**config.mk**
```make
export PLATFORM = sky130hd
export DESIGN_NAME = msq_density_est
export DESIGN_NICKNAME = d
export VERILOG_FILES = /design/src/rtl/msq_pkg.sv /design/src/rtl/msq_rate_gen.sv /design/src/rtl/msq_stream_mult.sv /design/src/rtl/msq_window_acc.sv /design/src/rtl/msq_density_est.sv
export SDC_FILE = /design/constraint.sdc
export NUM_CORES = 1
export LEC_CHECK = 0
export BUFFER_PORTS_ARGS = -buffer_cell sky130_fd_sc_hd__buf_2
export CAP_MARGIN = 25
export CORE_AREA = 2 2 53 55
export CTS_CLUSTER_SIZE = 28
export DETAILED_ROUTE_END_ITERATION = 12
export DIE_AREA = 0 0 55 57
export PLACE_DENSITY = 0.72
export REMOVE_ABC_BUFFERS = 1
export SLEW_MARGIN = 20
export SYNTH_ARGS = -nofsm -noshare
export SYNTH_HDL_FRONTEND = slang
export SYNTH_SLANG_ARGS = --single-unit
```
**constraint.sdc**
```tcl
create_clock -name clk -period 2.42 [get_ports clk]
set_input_delay 0.484 -clock clk [delete_from_list [all_inputs] [get_ports clk]]
set_output_delay 0.484 -clock clk [all_outputs]
set_load 0.02 [all_outputs]
```
**src/rtl/msq_pkg.sv**
```systemverilog
package msq_pkg;
  // Bipolar mapping of a ones count in a window of n clocks.
  function automatic int to_bipolar(input int cnt, input int n);
    return 2 * cnt - n;
  endfunction

  // Window length from its log2.
  function automatic int win_len(input int lg);
    return 1 << lg;
  endfunction
endpackage

```
**src/rtl/msq_rate_gen.sv**
```systemverilog
module msq_rate_gen #(
  parameter int RATIO = 2
) (
  input  logic clk,
  input  logic rst,
  output logic slow_en
);
  localparam int PH_W = (RATIO > 2) ? $clog2(RATIO) : 1;

  logic [PH_W-1:0] phase;

  always_ff @(posedge clk) begin
    if (rst) phase <= '0;
    else if (phase == PH_W'(RATIO - 1)) phase <= '0;
    else phase <= phase + 1'b1;
  end

  assign slow_en = (phase == '0);

  a_r2_tick_spacing: assert property (@(posedge clk) disable iff (rst)
    slow_en |=> !slow_en);
endmodule

```
**src/rtl/msq_stream_mult.sv**
```systemverilog
module msq_stream_mult (
  input  logic clk,
  input  logic rst,
  input  logic fast_in,
  input  logic slow_in,
  input  logic slow_en,
  output logic prod
);
  logic fast_q;
  logic slow_q;

  always_ff @(posedge clk) begin
    if (rst) begin
      fast_q <= 1'b0;
      slow_q <= 1'b0;
    end else begin
      fast_q <= fast_in;
      if (slow_en) slow_q <= slow_in;
    end
  end

  // Single-bit multiplier for bipolar codes.
  assign prod = ~(fast_q ^ slow_q);

  a_r2_slow_hold: assert property (@(posedge clk) disable iff (rst)
    !slow_en |=> $stable(slow_q));
  a_r3_fast_follow: assert property (@(posedge clk) disable iff (rst)
    1'b1 |=> (fast_q == $past(fast_in)));
endmodule

```
**src/rtl/msq_window_acc.sv**
```systemverilog
module msq_window_acc #(
  parameter int WIN_LOG2 = 8
) (
  input  logic                       clk,
  input  logic                       rst,
  input  logic                       prod,
  output logic [WIN_LOG2:0]          count_q,
  output logic signed [WIN_LOG2+1:0] result_q,
  output logic                       valid_q,
  output logic                       win_end
);
  localparam int N     = msq_pkg::win_len(WIN_LOG2);
  localparam int CNT_W = WIN_LOG2 + 1;
  localparam int RES_W = WIN_LOG2 + 2;

  logic [WIN_LOG2-1:0] pos;
  logic [CNT_W-1:0]    acc;
  logic [CNT_W-1:0]    total;

  assign win_end = (pos == {WIN_LOG2{1'b1}});
  assign total   = acc + {{WIN_LOG2{1'b0}}, prod};

  always_ff @(posedge clk) begin
    if (rst) begin
      pos      <= '0;
      acc      <= '0;
      count_q  <= '0;
      result_q <= '0;
      valid_q  <= 1'b0;
    end else begin
      pos     <= pos + 1'b1;
      valid_q <= win_end;
      if (win_end) begin
        count_q  <= total;
        result_q <= RES_W'(msq_pkg::to_bipolar(int'(total), N));
        acc      <= '0;
      end else begin
        acc <= total;
      end
    end
  end

  a_r4_valid_one_cycle: assert property (@(posedge clk) disable iff (rst)
    valid_q |=> !valid_q);
  a_r4_valid_after_end: assert property (@(posedge clk) disable iff (rst)
    win_end |=> valid_q);
  a_r4_restart_clean: assert property (@(posedge clk) disable iff (rst)
    win_end |=> (acc == '0));
  a_r5_no_overflow: assert property (@(posedge clk) disable iff (rst)
    valid_q |-> (count_q <= CNT_W'(N)));
  a_r6_sign_match: assert property (@(posedge clk) disable iff (rst)
    valid_q |-> (result_q[RES_W-1] == (count_q < CNT_W'(N / 2))));
endmodule

```
**src/rtl/msq_density_est.sv**
```systemverilog
module msq_density_est #(
  parameter int WIN_LOG2   = 8,
  parameter int SLOW_RATIO = 2
) (
  input  logic                       clk,
  input  logic                       rst,
  input  logic                       fast_bit,
  input  logic                       slow_bit,
  output logic                       slow_tick,
  output logic [WIN_LOG2:0]          count_out,
  output logic signed [WIN_LOG2+1:0] result,
  output logic                       result_valid
);
  logic slow_en;
  logic prod;
  logic win_end;

  msq_rate_gen #(.RATIO(SLOW_RATIO)) rate_i (
    .clk(clk), .rst(rst), .slow_en(slow_en)
  );

  msq_stream_mult mult_i (
    .clk(clk), .rst(rst), .fast_in(fast_bit), .slow_in(slow_bit),
    .slow_en(slow_en), .prod(prod)
  );

  msq_window_acc #(.WIN_LOG2(WIN_LOG2)) acc_i (
    .clk(clk), .rst(rst), .prod(prod), .count_q(count_out),
    .result_q(result), .valid_q(result_valid), .win_end(win_end)
  );

  assign slow_tick = slow_en;

  a_r7_reset_clear: assert property (@(posedge clk)
    rst |=> (!result_valid && count_out == '0 && result == '0));
endmodule

```
==> flow_metrics.env, run 1 <==
export IMPL_status="completed"
export IMPL_syn_to_final_growth_pct=10.9
export IMPL_grt_pass1_vias=862
export IMPL_drive_gt1_frac=0.229
export IMPL_swShare=0.235
export IMPL_clock_path_buffers=2
export IMPL_fmaxAchievable_mhz=462
export IMPL_fin_crit_sh=0.894
export IMPL_port_buffers=23
export IMPL_core_um2=2620
export IMPL_combinationalPowerShare=0.055
export IMPL_dpl_hpwl_um=1530
export IMPL_die_h_um=57
export IMPL_drt_vias_per_instance=5.14
export IMPL_routabilityCongestion=0.736
export IMPL_fin_crit_ns=2.16
export IMPL_cts_made_buffers=5
export IMPL_grt_usage=0.162
export IMPL_post_cts_resized=0
export IMPL_fp_dieArea_um2=3140
export IMPL_dr_pass1_iters=3
export IMPL_netlist_instances=124
export IMPL_path_max_fanout=4
export IMPL_cp_end_kind="flip-flop"
export IMPL_hold_buffers=0
export IMPL_cts_clk_slew_worst_paths_ns=0.09
export IMPL_finalNonFillerCells=175
export IMPL_finalHoldViolations=0
export IMPL_antenna_cells=0
export IMPL_seqPwrFrac=0.630
export IMPL_critical_path_arrival_ns=2.39
export IMPL_finalClockSkew_ns=0.00735
export IMPL_antenna_found_initial=0
export IMPL_cts_setup_buffers=0
export IMPL_num_vias=900
export IMPL_cts_tree="done"
export IMPL_synthArstFlopShare=0
export IMPL_wire_per_inst_um=12.2
export IMPL_ys_seq_area_frac=0.511
export IMPL_syn_avg_cell_area_um2=10.1
export IMPL_drc=0
export IMPL_setup_tns_ns=0
export IMPL_totalWireLength_um=2130
export IMPL_initial_core_util=0.479
export IMPL_irDropWorstVdd_uv=437
export IMPL_intPower_mw=0.669
export IMPL_yosysWarnings=0
export IMPL_clock_sinks=32
export IMPL_rsz0062_at_grt="false"
export IMPL_power_density_nw_per_um2=629
export IMPL_p_total_mw=0.874
export IMPL_synth_edf_count=0
export IMPL_cp_required_ns=2.65
export IMPL_drtIter0Drc=14
export IMPL_drv_cap=0
export IMPL_cts_root_buf="clkbuf_4"
export IMPL_hold_path_class="input port to flip-flop"
export IMPL_layout_nets=151
export IMPL_synth_seq_cells=32
export IMPL_clkPwrFrac=0.314
export IMPL_power_switching_mw=0.205
export IMPL_place_ws_ns=0.270
export IMPL_crit_path_start_kind="flip-flop"
export IMPL_worstSkewPairLatency_ns=0.33
export IMPL_synthesis_area_um2=1250
export IMPL_setup_slack_ns=0.257
export IMPL_ioPinCount=25
export IMPL_grt_pass1_wl_um=3630
export IMPL_drv_slew=0
export IMPL_htree_levels=2
export IMPL_final_util=0.531
export IMPL_post_place_cells=168
export IMPL_p_leak_nw=0.589
export IMPL_grt_overflow=0
export IMPL_synth_main_ff_cell="dfxtp_1"
export IMPL_yosysUniqueCellTypes=36
export IMPL_path_class="flip-flop to flip-flop"
export IMPL_fillers=251
export IMPL_dieWidth_um=55
export IMPL_rows=19
export IMPL_grt_max_degree=16
export IMPL_setup_viol=0
export IMPL_ant_nets=0
-- cells in the mapped netlist, types with 2 or more instances --
library cell | n | share of area
xnor2_1 | 7 | 0.049
and2_1 | 3 | 0.015
nor2b_1 | 4 | 0.020
buf_4 | 8 | 0.048
dfxtp_1 | 32 | 0.51
clkbuf_1 | 3 | 0.0090
o2bb2ai_1 | 7 | 0.049
nand2_1 | 4 | 0.012
xor2_1 | 4 | 0.028
inv_1 | 2 | 0.0060
nand3_1 | 3 | 0.012
ha_1 | 3 | 0.030
nor2_1 | 19 | 0.057
a22o_1 | 2 | 0.014
o21ai_0 | 2 | 0.0080
-- cell families after synthesis --
| kind of cell | after synthesis | synth area share |
|---|---|---|
| AOI/OAI and AO/OA | 17 | 0.108 |
| and+or+nand+nor | 46 | 0.200 |
| DFF | 32 | 0.511 |
| buffers and inverters | 13 | 0.0629 |
| xor gates and xnor gates | 11 | 0.0769 |
| muxes | 1 | 0.00799 |
| other | 1 | 0.00299 |
| adders and majority gates | 3 | 0.0300 |
-- state kept, by name, indices dropped and copies added (netlist names) --
| name | count |
|---|---|
| acc_i.result_q | 2 |
| acc_i.pos | 8 |
| rate_i.phase | 1 |
| acc_i.acc | 9 |
| mult_i.slow_q | 1 |
| acc_i.valid_q | 1 |
| mult_i.fast_q | 1 |
| acc_i.count_q | 9 |
-- area by class of cell --
| type | count | area [um2] | share of cell area |
|---|---|---|---|
| clock buffer | 6 | 41.3 | 0.0297 |
| clock inverter | 1 | 5.00 | 0.00360 |
| inverter | 2 | 7.51 | 0.00541 |
| multi-input combinational | 79 | 533 | 0.384 |
| sequential | 32 | 641 | 0.461 |
| tap | 31 | 38.8 | 0.0279 |
| timing repair buffer | 24 | 123 | 0.0883 |
-- metal layers --
layer  share of wire  GRT usage  vias up  wire length [um]
met5               0          0        -                 0
met4           0.019     0.0627        0                40
met3           0.048     0.0864        5               103
met2            0.48      0.252       17              1030
met1            0.45      0.185      419               960
li1                -          -      459                 -
-- worst paths after layout --
check | from | end | slack [ns] | cells after the start
worst min-delay path | fast_bit | mult_i.fast_q$_SDFF_PP0_ | 0.37 | 2
worst min register to register | acc_i.result_q[8]$_SDFFE_PP0P_ | acc_i.result_q[8]$_SDFFE_PP0P_ | 0.46 | 1
worst max register to register | mult_i.slow_q$_SDFFE_PP0N_ | acc_i.result_q[9]$_SDFFE_PP0P_ | 0.26 | 7
worst max-delay path | mult_i.slow_q$_SDFFE_PP0N_ | acc_i.result_q[9]$_SDFFE_PP0P_ | 0.26 | 7
-- cell usage in the layout (no fill, tap or decap), drive strengths merged --
cell     count
dfxtp       32
buf         24
nor2        19
xnor2        7
o2bb2ai      7
clkbuf       6
nand2        4
xor2         4
nor2b        4
and2         4
nand3        4
ha           3
inv          2
a22o         2
o21ai        2
nand4        2
and4         1
and3         1
o21a         1
nor4b        1
nand4b       1
nor3         1
a21o         1
o31ai        1
or4          1
or4b         1
a221oi       1
a221o        1
or2          1
mux2i        1
or3          1
a21oi        1
conb         1
clkinv       1
-- critical path: stages, from the launching register on --
cell	delay, ns
dfxtp_1	0.34
xnor2_1	0.17
ha_1	0.23
ha_1	0.22
nand3_2	0.11
or4_1	0.50
and2_4	0.19
a221o_1	0.30
-- through the flow --
step	area, um2	hold slack (ns)
global placement	1340	0.428
detailed placement	1340	0.441
global route	1390	0.364
CTS	1390	0.373
floorplan	1180	0.415
finish	1390	0.374
-- power by group through the flow --
stage               clock network, mW  logic (mW)  registers, mW
global route                    0.308      0.0561          0.554
detailed placement                  0      0.0484          0.563
finish                          0.275      0.0483          0.551
global placement                    0      0.0472          0.562
floorplan                           0      0.0334          0.561
CTS                             0.282      0.0491          0.551
No activity file was read; power rests on OpenSTA's default activity.
==> run 2, diff against run 1 <==
--- a/config.mk
+++ b/config.mk
@@ -12,7 +12,6 @@
 export DETAILED_ROUTE_END_ITERATION = 12
 export DIE_AREA = 0 0 55 57
 export PLACE_DENSITY = 0.72
-export REMOVE_ABC_BUFFERS = 1
 export SLEW_MARGIN = 20
 export SYNTH_ARGS = -nofsm -noshare
 export SYNTH_HDL_FRONTEND = slang
==> run 2 against run 1 <==
  * Final area grew 1.4%
  * Final cell count is 1.1% higher
  * Total power up 3.5%
  * Fmax barely moved
  * Sequential share of layout area decreased by 0.66 points
  * Flip-flop and latch count unchanged
  * Routed wire length decreased by 5.4%
  * Largest cell class unchanged
==> flow_metrics.env, run 2 (synthesis gave the netlist of run 1 again) <==
export IMPL_status="completed"
export IMPL_whs_path_depth=2
export IMPL_drive_gt1_frac=0.233
export IMPL_drtIter0Drc=8
export IMPL_num_vias=869
export IMPL_fin_crit_sh=0.893
export IMPL_rows=19
export IMPL_port_buffers=23
export IMPL_antenna_found_initial=0
export IMPL_crit_path_start_kind="flip-flop"
export IMPL_worstSkewPairLatency_ns=0.32
export IMPL_grt_max_degree=16
export IMPL_dieWidth_um=55
export IMPL_routabilityCongestion=0.746
export IMPL_layout_commonest_cell="dfxtp_1"
export IMPL_irDropWorstVdd_uv=497
export IMPL_crit_chain="xnor2_1, ha_1, ha_1, nand3_2, or4_1, and2_4, a221o_1"
export IMPL_setup_viol=0
export IMPL_wire_per_inst_um=11.4
export IMPL_hold_buffers=0
export IMPL_final_util=0.539
export IMPL_rsz0062_at_grt="false"
export IMPL_grt_pass1_wl_um=3420
export IMPL_cts_made_buffers=5
export IMPL_worst_path_largest_cell_delay_ns=0.53
export IMPL_cts_root_buf="clkbuf_4"
export IMPL_grt_usage=0.151
export IMPL_path_class="flip-flop to flip-flop"
export IMPL_dpl_instance_area_um2=1350
export IMPL_totalWireLength_um=2020
export IMPL_hold_path_class="input port to flip-flop"
export IMPL_finalHoldViolations=0
export IMPL_grt_pass1_vias=836
export IMPL_clock_sinks=32
export IMPL_drt_vias_per_instance=4.91
export IMPL_cp_end_kind="flip-flop"
export IMPL_synthesis_nets=131
export IMPL_initial_core_util=0.479
export IMPL_dr_pass1_iters=4
export IMPL_fp_dieArea_um2=3140
export IMPL_power_density_nw_per_um2=642
export IMPL_finalClockSkew_ns=0.0102
export IMPL_ant_nets=0
export IMPL_layout_nets=152
export IMPL_cp_required_ns=2.64
export IMPL_die_h_um=57
export IMPL_antenna_cells=0
export IMPL_grt_overflow=0
export IMPL_p_leak_nw=0.598
export IMPL_post_cts_resized=0
export IMPL_r2r_cells=7
export IMPL_cp_slowest_cell="or4_1"
export IMPL_core_um2=2620
export IMPL_critical_path_arrival_ns=2.38
export IMPL_drc=0
export IMPL_final_cell_mix="32 x dfxtp_1, 23 x buf_2, 19 x nor2_1, 7 x xnor2_1, 7 x o2bb2ai_1"
export IMPL_dpl_hpwl_um=1500
export IMPL_cts_clk_slew_worst_paths_ns=0.09
export IMPL_cts_tree="done"
export IMPL_drv_slew=0
export IMPL_drv_cap=0
export IMPL_path_max_fanout=4
export IMPL_syn_to_final_growth_pct=12.5
export IMPL_clock_path_buffers=2
export IMPL_ioPinCount=25
export IMPL_setup_tns_ns=0
export IMPL_fmaxAchievable_mhz=463
export IMPL_fin_area_um2=1410
export IMPL_htree_levels=2
export IMPL_cts_setup_buffers=0
export IMPL_fin_crit_ns=2.16
export IMPL_cp_common_cell="ha_1"
export IMPL_reg_largest_list="acc_i.acc x9, acc_i.count_q x9, acc_i.pos x8"
run 2: final timing paths:
kind                                   from                              to  slack, ns
max reg2reg      mult_i.slow_q$_SDFFE_PP0N_  acc_i.result_q[9]$_SDFFE_PP0P_       0.26
min reg2reg  acc_i.result_q[8]$_SDFFE_PP0P_  acc_i.result_q[8]$_SDFFE_PP0P_       0.45
max              mult_i.slow_q$_SDFFE_PP0N_  acc_i.result_q[9]$_SDFFE_PP0P_       0.26
min                                fast_bit        mult_i.fast_q$_SDFF_PP0_       0.39
run 2: critical path, delay by kind of cell, from the launching register on:
family / cells / cell delay, ns
and+or+nand+nor: 3 / 0.83
adders and majority gates: 2 / 0.43
DFF: 1 / 0.33
AOI/OAI and AO/OA: 1 / 0.30
xor gates and xnor gates: 1 / 0.15
run 2: final cells by class:
cell class / instances / area, um2
well taps: 31 / 38.8
multi-input cells: 79 / 533
fillers: 245 / 1210
inverters: 2 / 7.51
clock buffers: 8 / 58.8
flip-flops and latches: 32 / 641
repair buffers: 25 / 130
run 2: report_power, final:
part	internal, mW	switching, mW
Sequential	0.541	0.00996
Combinational	0.0222	0.0263
Clock	0.143	0.162
run 2: layer usage:
metal / global-route usage / vias up / wire (um)
met3: 0.0681 / 5 / 74
met4: 0.0801 / 0 / 38
met1: 0.160 / 394 / 918
met2: 0.245 / 12 / 985
met5: 0 / - / 0
li1: - / 458 / -
run 2: per-stage QoR:
| stage | power, mW | std cells | setup slack, ns | hold WS (ns) |
|---|---|---|---|---|
| after floorplan | 0.599 | 124 | 0.393 | 0.418 |
| after global placement | 0.610 | 169 | 0.322 | 0.429 |
| after detailed placement | 0.612 | 169 | 0.266 | 0.438 |
| after CTS | 0.916 | 177 | 0.247 | 0.385 |
| after global routing | 0.950 | 177 | 0.0639 | 0.384 |
| final | 0.905 | 177 | 0.259 | 0.389 |
